--- config.mk ---
export PLATFORM = sky130hd
export DESIGN_NAME = acc_exec_core
export DESIGN_NICKNAME = d
export VERILOG_FILES = /design/src/rtl/acc_exec_pkg.sv /design/src/rtl/acc_exec_decode.sv /design/src/rtl/acc_exec_regfile.sv /design/src/rtl/acc_exec_retstack.sv /design/src/rtl/acc_exec_core.sv
export SDC_FILE = /design/constraint.sdc
export NUM_CORES = 1
export LEC_CHECK = 0
export ABC_AREA = 1
export BUFFER_PORTS_ARGS = -buffer_cell sky130_fd_sc_hd__buf_4
export CAP_MARGIN = 30
export CORE_ASPECT_RATIO = 0.7
export CORE_MARGIN = 2
export CORE_UTILIZATION = 43
export CTS_CLUSTER_DIAMETER = 30
export CTS_CLUSTER_SIZE = 25
export DETAILED_ROUTE_END_ITERATION = 10
export HOLD_SLACK_MARGIN = 0.05
export PLACE_DENSITY = 0.58
export SETUP_SLACK_MARGIN = 0.3
export SLEW_MARGIN = 20
export SYNTH_ARGS = -nofsm -noshare
export SYNTH_HDL_FRONTEND = slang
export SYNTH_SLANG_ARGS = --single-unit
--- constraint.sdc ---
create_clock -name clk -period 3.6 [get_ports clk]
set_input_delay 0.72 -clock clk [delete_from_list [all_inputs] [get_ports clk]]
set_output_delay 0.72 -clock clk [all_outputs]
set_load 0.01 [all_outputs]
--- src/rtl/acc_exec_pkg.sv ---
package acc_exec_pkg;

    localparam int INSN_W  = 14;
    localparam int OPC_W   = 6;
    localparam int OPC_LSB = 8;
    localparam int OPR_W   = 6;
    localparam int IMM_W   = 8;
    localparam int DSEL_BIT = 6;

    localparam logic [OPC_W-1:0] OPC_IOLD  = 6'h01;
    localparam logic [OPC_W-1:0] OPC_SWI   = 6'h02;
    localparam logic [OPC_W-1:0] OPC_ORR   = 6'h04;
    localparam logic [OPC_W-1:0] OPC_INCSZ = 6'h0F;
    localparam logic [OPC_W-1:0] OPC_ORI   = 6'h34;

    localparam logic [INSN_W-1:0] INSN_NOP = '0;

    // first I/O control register address; three consecutive ones follow
    localparam int IO_BASE  = 5;
    localparam int IO_COUNT = 3;

    typedef enum logic [2:0] {
        K_NOP,
        K_INCSZ,
        K_ORR,
        K_ORI,
        K_IOLD,
        K_SWI
    } op_kind_e;

    typedef struct packed {
        op_kind_e           kind;
        logic               to_reg;
        logic [OPR_W-1:0]   ridx;
        logic [IMM_W-1:0]   imm;
    } dec_t;

endpackage

--- src/rtl/acc_exec_decode.sv ---
module acc_exec_decode
    import acc_exec_pkg::*;
(
    input  logic [INSN_W-1:0] insn,
    output dec_t              dec
);

    logic [OPC_W-1:0] opc;

    always_comb begin
        opc        = insn[OPC_LSB +: OPC_W];
        dec.to_reg = insn[DSEL_BIT];
        dec.ridx   = insn[OPR_W-1:0];
        dec.imm    = insn[IMM_W-1:0];
        unique case (opc)
            OPC_INCSZ: dec.kind = K_INCSZ;
            OPC_ORR:   dec.kind = K_ORR;
            OPC_ORI:   dec.kind = K_ORI;
            OPC_IOLD:  dec.kind = K_IOLD;
            OPC_SWI:   dec.kind = K_SWI;
            default:   dec.kind = K_NOP;
        endcase
    end

endmodule

--- src/rtl/acc_exec_regfile.sv ---
module acc_exec_regfile #(
    parameter int WIDTH = 8,
    parameter int DEPTH = 64,
    localparam int AW   = $clog2(DEPTH)
) (
    input  logic             clk,
    input  logic             rst,
    input  logic [AW-1:0]    rd_idx,
    output logic [WIDTH-1:0] rd_data,
    input  logic             wr_en,
    input  logic [AW-1:0]    wr_idx,
    input  logic [WIDTH-1:0] wr_data
);

    logic [WIDTH-1:0] mem_q [DEPTH];

    always_comb begin
        rd_data = mem_q[rd_idx];
    end

    always_ff @(posedge clk) begin
        if (rst) begin
            for (int i = 0; i < DEPTH; i++) begin
                mem_q[i] <= '0;
            end
        end else if (wr_en) begin
            mem_q[wr_idx] <= wr_data;
        end
    end

endmodule

--- src/rtl/acc_exec_retstack.sv ---
module acc_exec_retstack #(
    parameter int WIDTH = 11,
    parameter int DEPTH = 4,
    localparam int PW   = $clog2(DEPTH)
) (
    input  logic             clk,
    input  logic             rst,
    input  logic             push,
    input  logic [WIDTH-1:0] push_val,
    output logic [WIDTH-1:0] top
);

    typedef struct packed {
        logic [PW-1:0]                ptr;
        logic [DEPTH-1:0][WIDTH-1:0]  ent;
    } stk_t;

    stk_t st_d, st_q;

    always_comb begin
        st_d = st_q;
        if (push) begin
            st_d.ent[st_q.ptr] = push_val;
            st_d.ptr           = st_q.ptr + 1'b1;
        end
        top = st_q.ent[st_q.ptr - 1'b1];
    end

    always_ff @(posedge clk) begin
        if (rst) begin
            st_q <= '0;
        end else begin
            st_q <= st_d;
        end
    end

endmodule

--- src/rtl/acc_exec_core.sv ---
module acc_exec_core
    import acc_exec_pkg::*;
#(
    parameter int DATA_W     = 8,
    parameter int PC_W       = 11,
    parameter int REG_CNT    = 64,
    parameter int STK_DEPTH  = 4,
    parameter int SWI_CYCLES = 2,
    parameter int SWI_VEC    = 2
) (
    input  logic              clk,
    input  logic              rst,
    output logic [PC_W-1:0]   imem_addr,
    input  logic [INSN_W-1:0] imem_data,
    output logic [DATA_W-1:0] acc_o,
    output logic              zero_o,
    output logic [DATA_W-1:0] ioctl5_o,
    output logic [DATA_W-1:0] ioctl6_o,
    output logic [DATA_W-1:0] ioctl7_o,
    output logic [PC_W-1:0]   ret_top_o
);

    localparam int RF_AW = $clog2(REG_CNT);
    localparam int WC_W  = $clog2(SWI_CYCLES);

    typedef struct packed {
        logic [PC_W-1:0]                    pc;
        logic [INSN_W-1:0]                  ir;
        logic [DATA_W-1:0]                  acc;
        logic                               zf;
        logic [WC_W-1:0]                    wcnt;
        logic [IO_COUNT-1:0][DATA_W-1:0]    io;
    } core_st_t;

    core_st_t          st_d, st_q;
    dec_t              dec;
    logic [DATA_W-1:0] rf_rdata;
    logic              rf_we;
    logic [DATA_W-1:0] rf_wdata;
    logic [DATA_W-1:0] res;
    logic              push;
    logic              skip_now;

    acc_exec_decode u_dec (
        .insn (st_q.ir),
        .dec  (dec)
    );

    acc_exec_regfile #(
        .WIDTH (DATA_W),
        .DEPTH (REG_CNT)
    ) u_rf (
        .clk     (clk),
        .rst     (rst),
        .rd_idx  (dec.ridx[RF_AW-1:0]),
        .rd_data (rf_rdata),
        .wr_en   (rf_we),
        .wr_idx  (dec.ridx[RF_AW-1:0]),
        .wr_data (rf_wdata)
    );

    acc_exec_retstack #(
        .WIDTH (PC_W),
        .DEPTH (STK_DEPTH)
    ) u_stk (
        .clk      (clk),
        .rst      (rst),
        .push     (push),
        .push_val (st_q.pc),
        .top      (ret_top_o)
    );

    always_comb begin
        st_d     = st_q;
        rf_we    = 1'b0;
        rf_wdata = '0;
        push     = 1'b0;
        skip_now = 1'b0;
        res      = '0;

        // fetch side: stall cycles after an interrupt hold the PC
        if (st_q.wcnt != '0) begin
            st_d.ir   = INSN_NOP;
            st_d.wcnt = st_q.wcnt - 1'b1;
        end else begin
            st_d.ir = imem_data;
            st_d.pc = st_q.pc + 1'b1;
        end

        // execute side
        unique case (dec.kind)
            K_INCSZ: begin
                res = rf_rdata + 1'b1;
                if (dec.to_reg) begin
                    rf_we    = 1'b1;
                    rf_wdata = res;
                end else begin
                    st_d.acc = res;
                end
                if (res == '0) begin
                    skip_now = 1'b1;
                    st_d.ir  = INSN_NOP;
                end
            end
            K_ORR: begin
                res = st_q.acc | rf_rdata;
                if (dec.to_reg) begin
                    rf_we    = 1'b1;
                    rf_wdata = res;
                end else begin
                    st_d.acc = res;
                end
                st_d.zf = (res == '0);
            end
            K_ORI: begin
                res      = st_q.acc | DATA_W'(dec.imm);
                st_d.acc = res;
                st_d.zf  = (res == '0);
            end
            K_IOLD: begin
                for (int i = 0; i < IO_COUNT; i++) begin
                    if (dec.ridx == OPR_W'(IO_BASE + i)) begin
                        st_d.io[i] = st_q.acc;
                    end
                end
            end
            K_SWI: begin
                push      = 1'b1;
                st_d.pc   = PC_W'(SWI_VEC);
                st_d.ir   = INSN_NOP;
                st_d.wcnt = WC_W'(SWI_CYCLES - 2);
            end
            default: begin
            end
        endcase
    end

    always_ff @(posedge clk) begin
        if (rst) begin
            st_q <= '0;
        end else begin
            st_q <= st_d;
        end
    end

    always_comb begin
        imem_addr = st_q.pc;
        acc_o     = st_q.acc;
        zero_o    = st_q.zf;
        ioctl5_o  = st_q.io[0];
        ioctl6_o  = st_q.io[1];
        ioctl7_o  = st_q.io[2];
    end

endmodule

* Yosys cells after proc, flatten, opt, wreduce, memory -nomap -nowiden
Memory sizes are Yosys's and may differ from the RTL's. A register that Yosys moved wholly into a read port is not among the register bits.
Cells that the tools add are included.
** Word-level totals
- Bits in registers :: 105
- Bits in writable memories :: 512
- Output and inout bits :: 55
- Memories :: 1
** Memories
- u_rf.mem_q :: words 64, width 8, read ports 1, clocked after memory_dff 1, wr ports 64, RTL line acc_exec_regfile.sv:15 : logic [WIDTH-1:0] mem_q [DEPTH];
** Operators by class
- $add $sub $neg :: 5
- $lt $le $gt $ge :: 3
- Equality and inequality tests :: 16
- Mux-type cells :: 30
- Bitwise logic cells :: 3
- Reductions and logical operators :: 14
** Operators with widths (number)
- $bwmux 44 :: 1
- $mux 8 :: 5
- $mux 14 :: 2
- $pmux 14 s2 :: 1
- $eq 6x3->1 const B :: 4
- $logic_not 8->1 :: 3
- $pmux 8 s3 :: 1
- $bmux 11 s2 :: 1
- $demux 11 s2 :: 1
- $mux 11 :: 2
- $or 8x8->8 :: 2
- $pmux 8 s2 :: 1
- $pmux 3 s5 :: 1
- $mux 6 :: 2
- $add 11x1->11 const B :: 1
- $mux 1 :: 9
- $add 8x1->8 const B :: 1
- $reduce_or 8->1 :: 1
- $eq 3x2->1 const B :: 2
- $eq 3x3->1 const B :: 2
- $eq 6x1->1 const B :: 1
- $eq 6x2->1 const B :: 1
- $eq 6x4->1 const B :: 1
- $eq 6x6->1 const B :: 1
- 18 further kinds :: 24

* Longest topological paths before layout
Gate-level depths: netlist of run 1.
- Depth in word-level cells :: 10
- Mapped depth :: 26
- Mapped depth without buffers :: 22

* By module
Synthesis of run 1 repeated with hierarchy kept, for this count alone.
** Second synthesis, totals
- Cells, all modules :: 3322
- Area, all modules :: 29233.0 um^2
** By module, submodules not included
- acc_exec_regfile :: times used 1, cells an instance 2448, area each 23582.6 um^2, sequential area each 15374.7 um^2
- acc_exec_core :: times used 1, cells an instance 460, area each 3191.8 um^2, sequential area each 1181.1 um^2
- acc_exec_retstack :: times used 1, cells an instance 380, area each 2259.7 um^2, sequential area each 920.9 um^2
- acc_exec_decode :: times used 1, cells an instance 34, area each 198.9 um^2, sequential area each 0.0 um^2

* Worst setup path after synthesis of run 1
OpenSTA, ideal clock, no wires.
- Path type :: register to register
- Start point :: register st_q[34] in the netlist's numbering
- End point :: memory u_rf.mem_q[21][1], data pin
- Arrival time :: 2.553 ns
- Required time :: 3.335 ns
- Path slack :: 0.782 ns
- Cell stages (with the launch flop) :: 18
- Path buffers :: 5
- Clock period less this slack :: 2.818 ns
- Cell sequence :: dfxtp_1 -> buf_4 -> inv_2 -> buf_6 -> buf_4 -> buf_4 -> nand2_1 -> nand2_1 -> nand3_1 -> nand4_1 -> nand2_1 -> nand2_1 -> nor2_1 -> nand2_1 -> ha_1 -> a22oi_1 -> clkbuf_1 -> nor2_1
** RTL lines
- start, declared :: RTL line acc_exec_core.sv:35 : core_st_t st_d, st_q;
- start signal, assigned :: RTL line acc_exec_core.sv:142 : st_q <= st_d;
- end, declared :: RTL line acc_exec_regfile.sv:15

==> flow_metrics.env, run 1 <==
export IMPL_intPower_mw=15.3
export IMPL_pwr_share_clk=0.538
export IMPL_critical_path_class="reg2reg"
export IMPL_grt_pass1_vias=22800
export IMPL_gr_total_overflow=0
export IMPL_synth_seq_cells=617
export IMPL_htreeDepth=3
export IMPL_combPwrFrac=0.062
export IMPL_setup_ws_ns=0.202
export IMPL_dr_pass1_iters=6
export IMPL_p_per_area_nw_per_um2=546
export IMPL_drc=0
export IMPL_period_share=0.944
export IMPL_ys_types=46
export IMPL_pwr_share_seq=0.400
export IMPL_syn2layout_area_growth_pct=27.6
export IMPL_cellLeakagePower_nw=14.9
export IMPL_rows=79
export IMPL_vias=24700
export IMPL_drv_cap=0
export IMPL_status="completed"
export IMPL_grt_usage=0.270
export IMPL_synth_nets=3266
export IMPL_yosysMostFrequentCell="nand2_1"
export IMPL_core_area_sq_um=66300
export IMPL_finalPower_mw=20.1
export IMPL_synth_area_per_cell_sq_um=8.87
export IMPL_clkTransAtPathRegs_ns=0.06
export IMPL_regToRegSetupSlack_ns=0.20
export IMPL_path_max_fanout=15
export IMPL_synthTopCellsByArea="edfxtp_1, nand2_1, nor2_1"
export IMPL_grt_max_degree=74
export IMPL_clk_insertion_delay_late_ns=0.68
export IMPL_place_ws_ns=0.00855
export IMPL_numPortBuffers=70
export IMPL_synth_edff_count=512
export IMPL_p_sw_frac=0.238
export IMPL_drive_above_1_share=0.193
export IMPL_numClockSinks=617
export IMPL_worst_setup_path_end_kind="flip-flop"
export IMPL_dr_first_iter_drc_count=3273
export IMPL_wire_per_inst_um=22.9
export IMPL_worstPathArrival_ns=3.80
export IMPL_worst_ep_required_time_ns=4.00
export IMPL_synth_top_area_cell="edfxtp_1"
export IMPL_final_hold_viol_count=0
export IMPL_place_hpwl_um=60000
export IMPL_synth_ff_type="edfxtp_1"
export IMPL_skew_ns=0.0300
export IMPL_maxSlewViolCount=0
export IMPL_netlist_area_sq_um=28800
export IMPL_synthCells=3243
export IMPL_finalWeightedCongestion=0.966
export IMPL_antennaDiodeCount=0
export IMPL_synth_top_area_frac=0.535
export IMPL_ant_nets=0
export IMPL_initial_utilization=0.434
export IMPL_cp_start_kind="flip-flop"
export IMPL_cts_root_buf="clkbuf_16"
export IMPL_yosysSeqAreaShare=0.608
export IMPL_die_w_um=313
export IMPL_async_flop_share=0
export IMPL_ys_top_cells_by_count="nand2_1, nor2_1, edfxtp_1"
export IMPL_yosys_warnings=0
export IMPL_finalSetupTns_ns=0
export IMPL_power_switching_mw=4.77
export IMPL_setup_viol=0
export IMPL_min_path_type="in2reg"
export IMPL_cts_buffer_depth=3
export IMPL_fin_nets=3494
export IMPL_cts_tree="yes"
export IMPL_die_height_um=220
export IMPL_tightest_slew_ns=0.798
export IMPL_ir_worst_vdd_mv=0.420
export IMPL_rsz0062_at_grt="yes"
export IMPL_post_route_util=0.553
export IMPL_slew_limit_headroom=0.467
export IMPL_antenna_found_initial=1
export IMPL_hold_slack_ns=0.282
export IMPL_clock_fmax_mhz=294
export IMPL_numCtsBuffers=108
export IMPL_period_minus_slack_ns=3.40
export IMPL_via_per_inst=5.54
export IMPL_dieArea_sq_um=69000
export IMPL_grt_pass1_wl_um=140000
export IMPL_drt_total_wl_um=102000
export IMPL_io_pins=71
==> per-stage QoR <==
stage                     instance area, sq um  cells
final                                    36700   4458
after floorplan                          28800   3243
after global routing                     36700   4458
after detailed placement                 31000   4183
after CTS                                35300   4404
after global placement                   31000   4183
==> path summary, 6_finish.rpt <==
path                             to      startpoint  cells past startpoint
setup / recovery  u_rf.mem_q[46][7]        st_q[34]                     21
hold / removal             st_q[40]    imem_data[6]                      3
setup reg to reg  u_rf.mem_q[46][7]        st_q[34]                     21
hold reg to reg      u_stk.st_q[32]  u_stk.st_q[32]                      2
==> critical path, stage by stage, from the launching register on <==
cell and delay (ns):
dfxtp_4 0.48, clkinv_8 0.16, buf_16 0.20, bufbuf_16 0.30
nand2_1 0.06, nand3_1 0.10, nand2_1 0.09, nand2_1 0.06
nand2_2 0.09, nand2_2 0.08, nand2_1 0.11, nor2_2 0.04
nand2_2 0.16, nand2_2 0.09, nor2_4 0.16, nand3_1 0.11
nand2_1 0.09, nand2_2 0.08, a22oi_4 0.22, buf_6 0.19
clkbuf_16 0.18, nor2_1 0.04
==> state kept, by name, summed over array words and instances (netlist names) <==
| register | flops |
|---|---|
| u_stk.st_q | 46 |
| ioctl6_o | 8 |
| ioctl5_o | 8 |
| st_q | 15 |
| imem_addr | 11 |
| acc_o | 8 |
| ioctl7_o | 8 |
| u_rf.mem_q | 512 |
| zero_o | 1 |
==> repair_timing <==
| item | 4_1_cts | 5_1_grt |
|---|---|---|
| hold buffers | 0 | 0 |
| setup endpoints to repair | 470 | 386 |
| pin swaps | 2 | 24 |
| gates cloned | 7 | 32 |
| hold endpoints to repair | 0 | 0 |
| gates resized for setup | 38 | 159 |
| setup buffers | 8 | 22 |
==> cells by family after synthesis <==
| group | count (synthesis) | share of synthesized area |
|---|---|---|
| and+or+nand+nor | 1974 | 0.274 |
| xor gates and xnor gates | 5 | 0.00152 |
| buffers and inverters | 384 | 0.0643 |
| adders and majority gates | 7 | 0.00305 |
| AOI/OAI and AO/OA | 252 | 0.0484 |
| muxes | 3 | 0.00104 |
| DFF | 617 | 0.608 |
| other | 1 | 0.000130 |
==> cell type report <==
cell class                      instances  area (sq um)
Inverter                              163           643
Tap cell                              891          1110
Timing Repair Buffer                  337          3660
Fill cell                            5800         29600
Clock buffer                          133          3010
Clock inverter                         73           876
Sequential cell                       617         17500
Timing Repair inverter                  1          8.76
Multi-Input combinational cell       2243          9890
==> cells in the final DEF (no fill, tap or decap), types with 11 or more instances in the layout <==
master	instances
buf_12	33
nand2_2	47
nor3_1	11
edfxtp_1	512
nor2_2	23
nor2_4	26
inv_6	12
or2_2	11
inv_2	11
o22ai_1	12
bufinv_16	13
a21oi_1	100
a211oi_1	16
dfxtp_1	101
clkbuf_16	134
inv_1	146
nor2_1	647
o21ai_0	97
clkinv_2	11
nand2_1	996
nand4_1	30
buf_4	242
clkinvlp_4	11
buf_6	26
nand3_1	152
==> power groups by stage <==
stage	registers, mW	logic (mW)	clock network (mW)
final	8.02	1.25	10.8
after global placement	8.14	1.05	0
after CTS	8.01	1.12	10.8
after detailed placement	8.15	1.06	0
after global routing	8.03	1.33	11.2
after floorplan	8.12	0.644	0
==> routing by layer <==
| metal | GRT usage | vias up | part of all wire |
|---|---|---|---|
| met5 | 0 | - | 0.000098 |
| met4 | 0.0788 | 2 | 0.028 |
| met3 | 0.0680 | 204 | 0.12 |
| met2 | 0.402 | 1477 | 0.43 |
| met1 | 0.389 | 11900 | 0.42 |
| li1 | - | 11100 | - |
Note: power is estimated with default switching activity, not from simulation.
==> inputs of run 2 (changes only) <==
==> constraint.sdc (replaced) <==
create_clock -name clk -period 4.3 [get_ports clk]
set_input_delay 0.86 -clock clk [delete_from_list [all_inputs] [get_ports clk]]
set_output_delay 0.86 -clock clk [all_outputs]
set_load 0.01 [all_outputs]
==> run 2 against run 1 <==
Non-clock buffer count is 156 lower. Sequential share of layout area grew 3.9 points. Clock skew is 0.0067 ns higher. Critical path depth is 3 lower. Final area decreased by 7.5%. Cell count shrank 3.7%. Clock power fell by 20%. Die area unchanged. Hold slack gained 0.13 ns. Largest cell class unchanged.
==> flow_metrics.env, run 2 (synthesis results as in run 1) <==
export IMPL_antenna_found_initial=0
export IMPL_top_register="u_rf.mem_q"
export IMPL_finalSetupTns_ns=0
export IMPL_grt_max_degree=102
export IMPL_via_per_inst=5.41
export IMPL_numPortBuffers=70
export IMPL_grt_usage=0.257
export IMPL_period_share=0.893
export IMPL_cellLeakagePower_nw=13.5
export IMPL_skew_ns=0.0367
export IMPL_dr_pass1_iters=6
export IMPL_final_common_cell="nand2_1"
export IMPL_cp_start_kind="flip-flop"
export IMPL_core_area_sq_um=66300
export IMPL_period_minus_slack_ns=3.84
export IMPL_worstPathArrival_ns=4.23
export IMPL_fin_nets=3335
export IMPL_final_hold_viol_count=0
export IMPL_min_path_type="in2reg"
export IMPL_clock_fmax_mhz=260
export IMPL_slew_limit_headroom=0.493
export IMPL_pwr_share_clk=0.535
export IMPL_rsz0062_at_grt="yes"
export IMPL_io_pins=71
export IMPL_tightest_slew_ns=0.757
export IMPL_worst_ep_required_time_ns=4.69
export IMPL_busiest_layer="met2"
export IMPL_clkTransAtPathRegs_ns=0.06
export IMPL_post_route_util=0.512
export IMPL_die_height_um=220
export IMPL_finalPower_mw=16.3
export IMPL_ant_nets=0
export IMPL_pwr_share_seq=0.413
export IMPL_drive_above_1_share=0.123
export IMPL_status="completed"
export IMPL_cts_root_buf="clkbuf_16"
export IMPL_wire_per_inst_um=20.8
export IMPL_drc=0
export IMPL_critical_path_class="reg2reg"
export IMPL_htreeDepth=3
export IMPL_initial_utilization=0.434
export IMPL_gr_total_overflow=0
export IMPL_grt_use_met2=0.385
export IMPL_grt_pass1_wl_um=134000
export IMPL_gr_usage_met1=0.381
export IMPL_largest_register_ffs=512
export IMPL_drt_total_wl_um=89200
export IMPL_p_sw_frac=0.231
export IMPL_syn2layout_area_growth_pct=18.0
export IMPL_die_w_um=313
export IMPL_power_switching_mw=3.76
export IMPL_maxSlewViolCount=0
export IMPL_drv_cap=0
export IMPL_path_max_fanout=64
export IMPL_grt_pass1_vias=21900
export IMPL_numCtsBuffers=107
export IMPL_combPwrFrac=0.053
export IMPL_rows=79
export IMPL_vias=23200
export IMPL_dr_first_iter_drc_count=2647
export IMPL_numClockSinks=617
export IMPL_dieArea_sq_um=69000
export IMPL_setup_viol=0
export IMPL_place_hpwl_um=58100
export IMPL_clk_insertion_delay_late_ns=0.68
export IMPL_grtUsageMet3=0.0515
export IMPL_ir_worst_vdd_mv=0.357
export IMPL_intPower_mw=12.5
export IMPL_worst_setup_path_end_kind="flip-flop"
export IMPL_cts_setup_buffers=0
export IMPL_top_regs="u_rf.mem_q: 512 flops, u_stk.st_q: 46 flops, st_q: 15 flops"
export IMPL_cts_buffer_depth=3
export IMPL_antennaDiodeCount=0
export IMPL_finalWeightedCongestion=0.914
export IMPL_p_per_area_nw_per_um2=479
export IMPL_layout_common_cells="nand2_1, nor2_1, edfxtp_1, buf_4, nand3_1"
export IMPL_cts_tree="yes"
-- run 2: cell count changes in the layout (fill, tap and decap cells not counted), moves of 9 or more --
cell / before / now
buf_6: 26 / 1
buf_4: 242 / 166
nor2_2: 23 / 12
nand2_2: 47 / 5
nor2_4: 26 / 6
nand2_1: 996 / 1046
clkinv_1: 6 / 15
nor2_1: 647 / 677
buf_12: 33 / 13
clkbuf_16: 134 / 111
-- run 2: final cells by class --
type                       count  area (sq um)
multi-input combinational   2242          9470
clock inverter                74           817
tap                          891          1110
sequential                   617         17500
inverter                     163           624
timing repair buffer         181          1550
clock buffer                 127          2890
fill                        6113         32400
-- run 2: critical path, stage by stage, from the launching register on --
cell and delay [ns]:
dfxtp_4 0.44, buf_12 0.31, nand2_2 0.16, nor2_2 0.49, buf_12 0.25, nand2_1 0.08, nand2_1 0.07, nor2_1 0.04
nand3_1 0.15, nand3_1 0.17, nand2_1 0.11, nor2_1 0.07, nor2_2 0.21, nand3_1 0.11, nand2_1 0.08, nand2_2 0.08
a22oi_4 0.16, buf_12 0.36, nor2_1 0.09
-- run 2: repair_timing --
| action | 4_1_cts | 5_1_grt |
|---|---|---|
| hold buffers | 0 | 0 |
| setup endpoints to repair | 0 | 20 |
| resized for setup | 0 | 4 |
-- run 2: through the flow --
step                hold WS [ns]  cell area, sq um  std cells  setup slack [ns]
floorplan                  0.449             28800       3243              1.48
global placement           0.459             30200       4094             0.408
detailed placement         0.469             30200       4094             0.418
CTS                        0.380             33900       4295             0.382
global route               0.399             33900       4295             0.290
finish                     0.412             33900       4295             0.459
-- run 2: power groups by stage --
stage / clock network [mW] / logic (mW) / registers [mW]
2_1_floorplan: 0 / 0.539 / 6.80
3_3_place_gp: 0 / 0.832 / 6.82
3_5_place_dp: 0 / 0.837 / 6.83
4_1_cts: 8.76 / 0.842 / 6.71
5_1_grt: 9.03 / 0.932 / 6.73
6_report: 8.69 / 0.857 / 6.71
-- run 2: worst paths after layout --
path	start	to	slack, ns	cells after the start
worst max register to register	st_q[34]	u_rf.mem_q[21][7]	0.46	18
worst max-delay path	st_q[34]	u_rf.mem_q[21][7]	0.46	18
worst min register to register	u_stk.st_q[21]	u_stk.st_q[21]	0.48	2
worst min-delay path	imem_data[12]	st_q[46]	0.41	3
-- run 2: metal layers --
layer / routed length, um / vias to the layer above / part of all wire
met5: 0 / - / 0
met4: 1910 / 0 / 0.021
met3: 9110 / 139 / 0.10
met2: 38700 / 1168 / 0.43
met1: 39500 / 11200 / 0.44
li1: - / 10700 / -
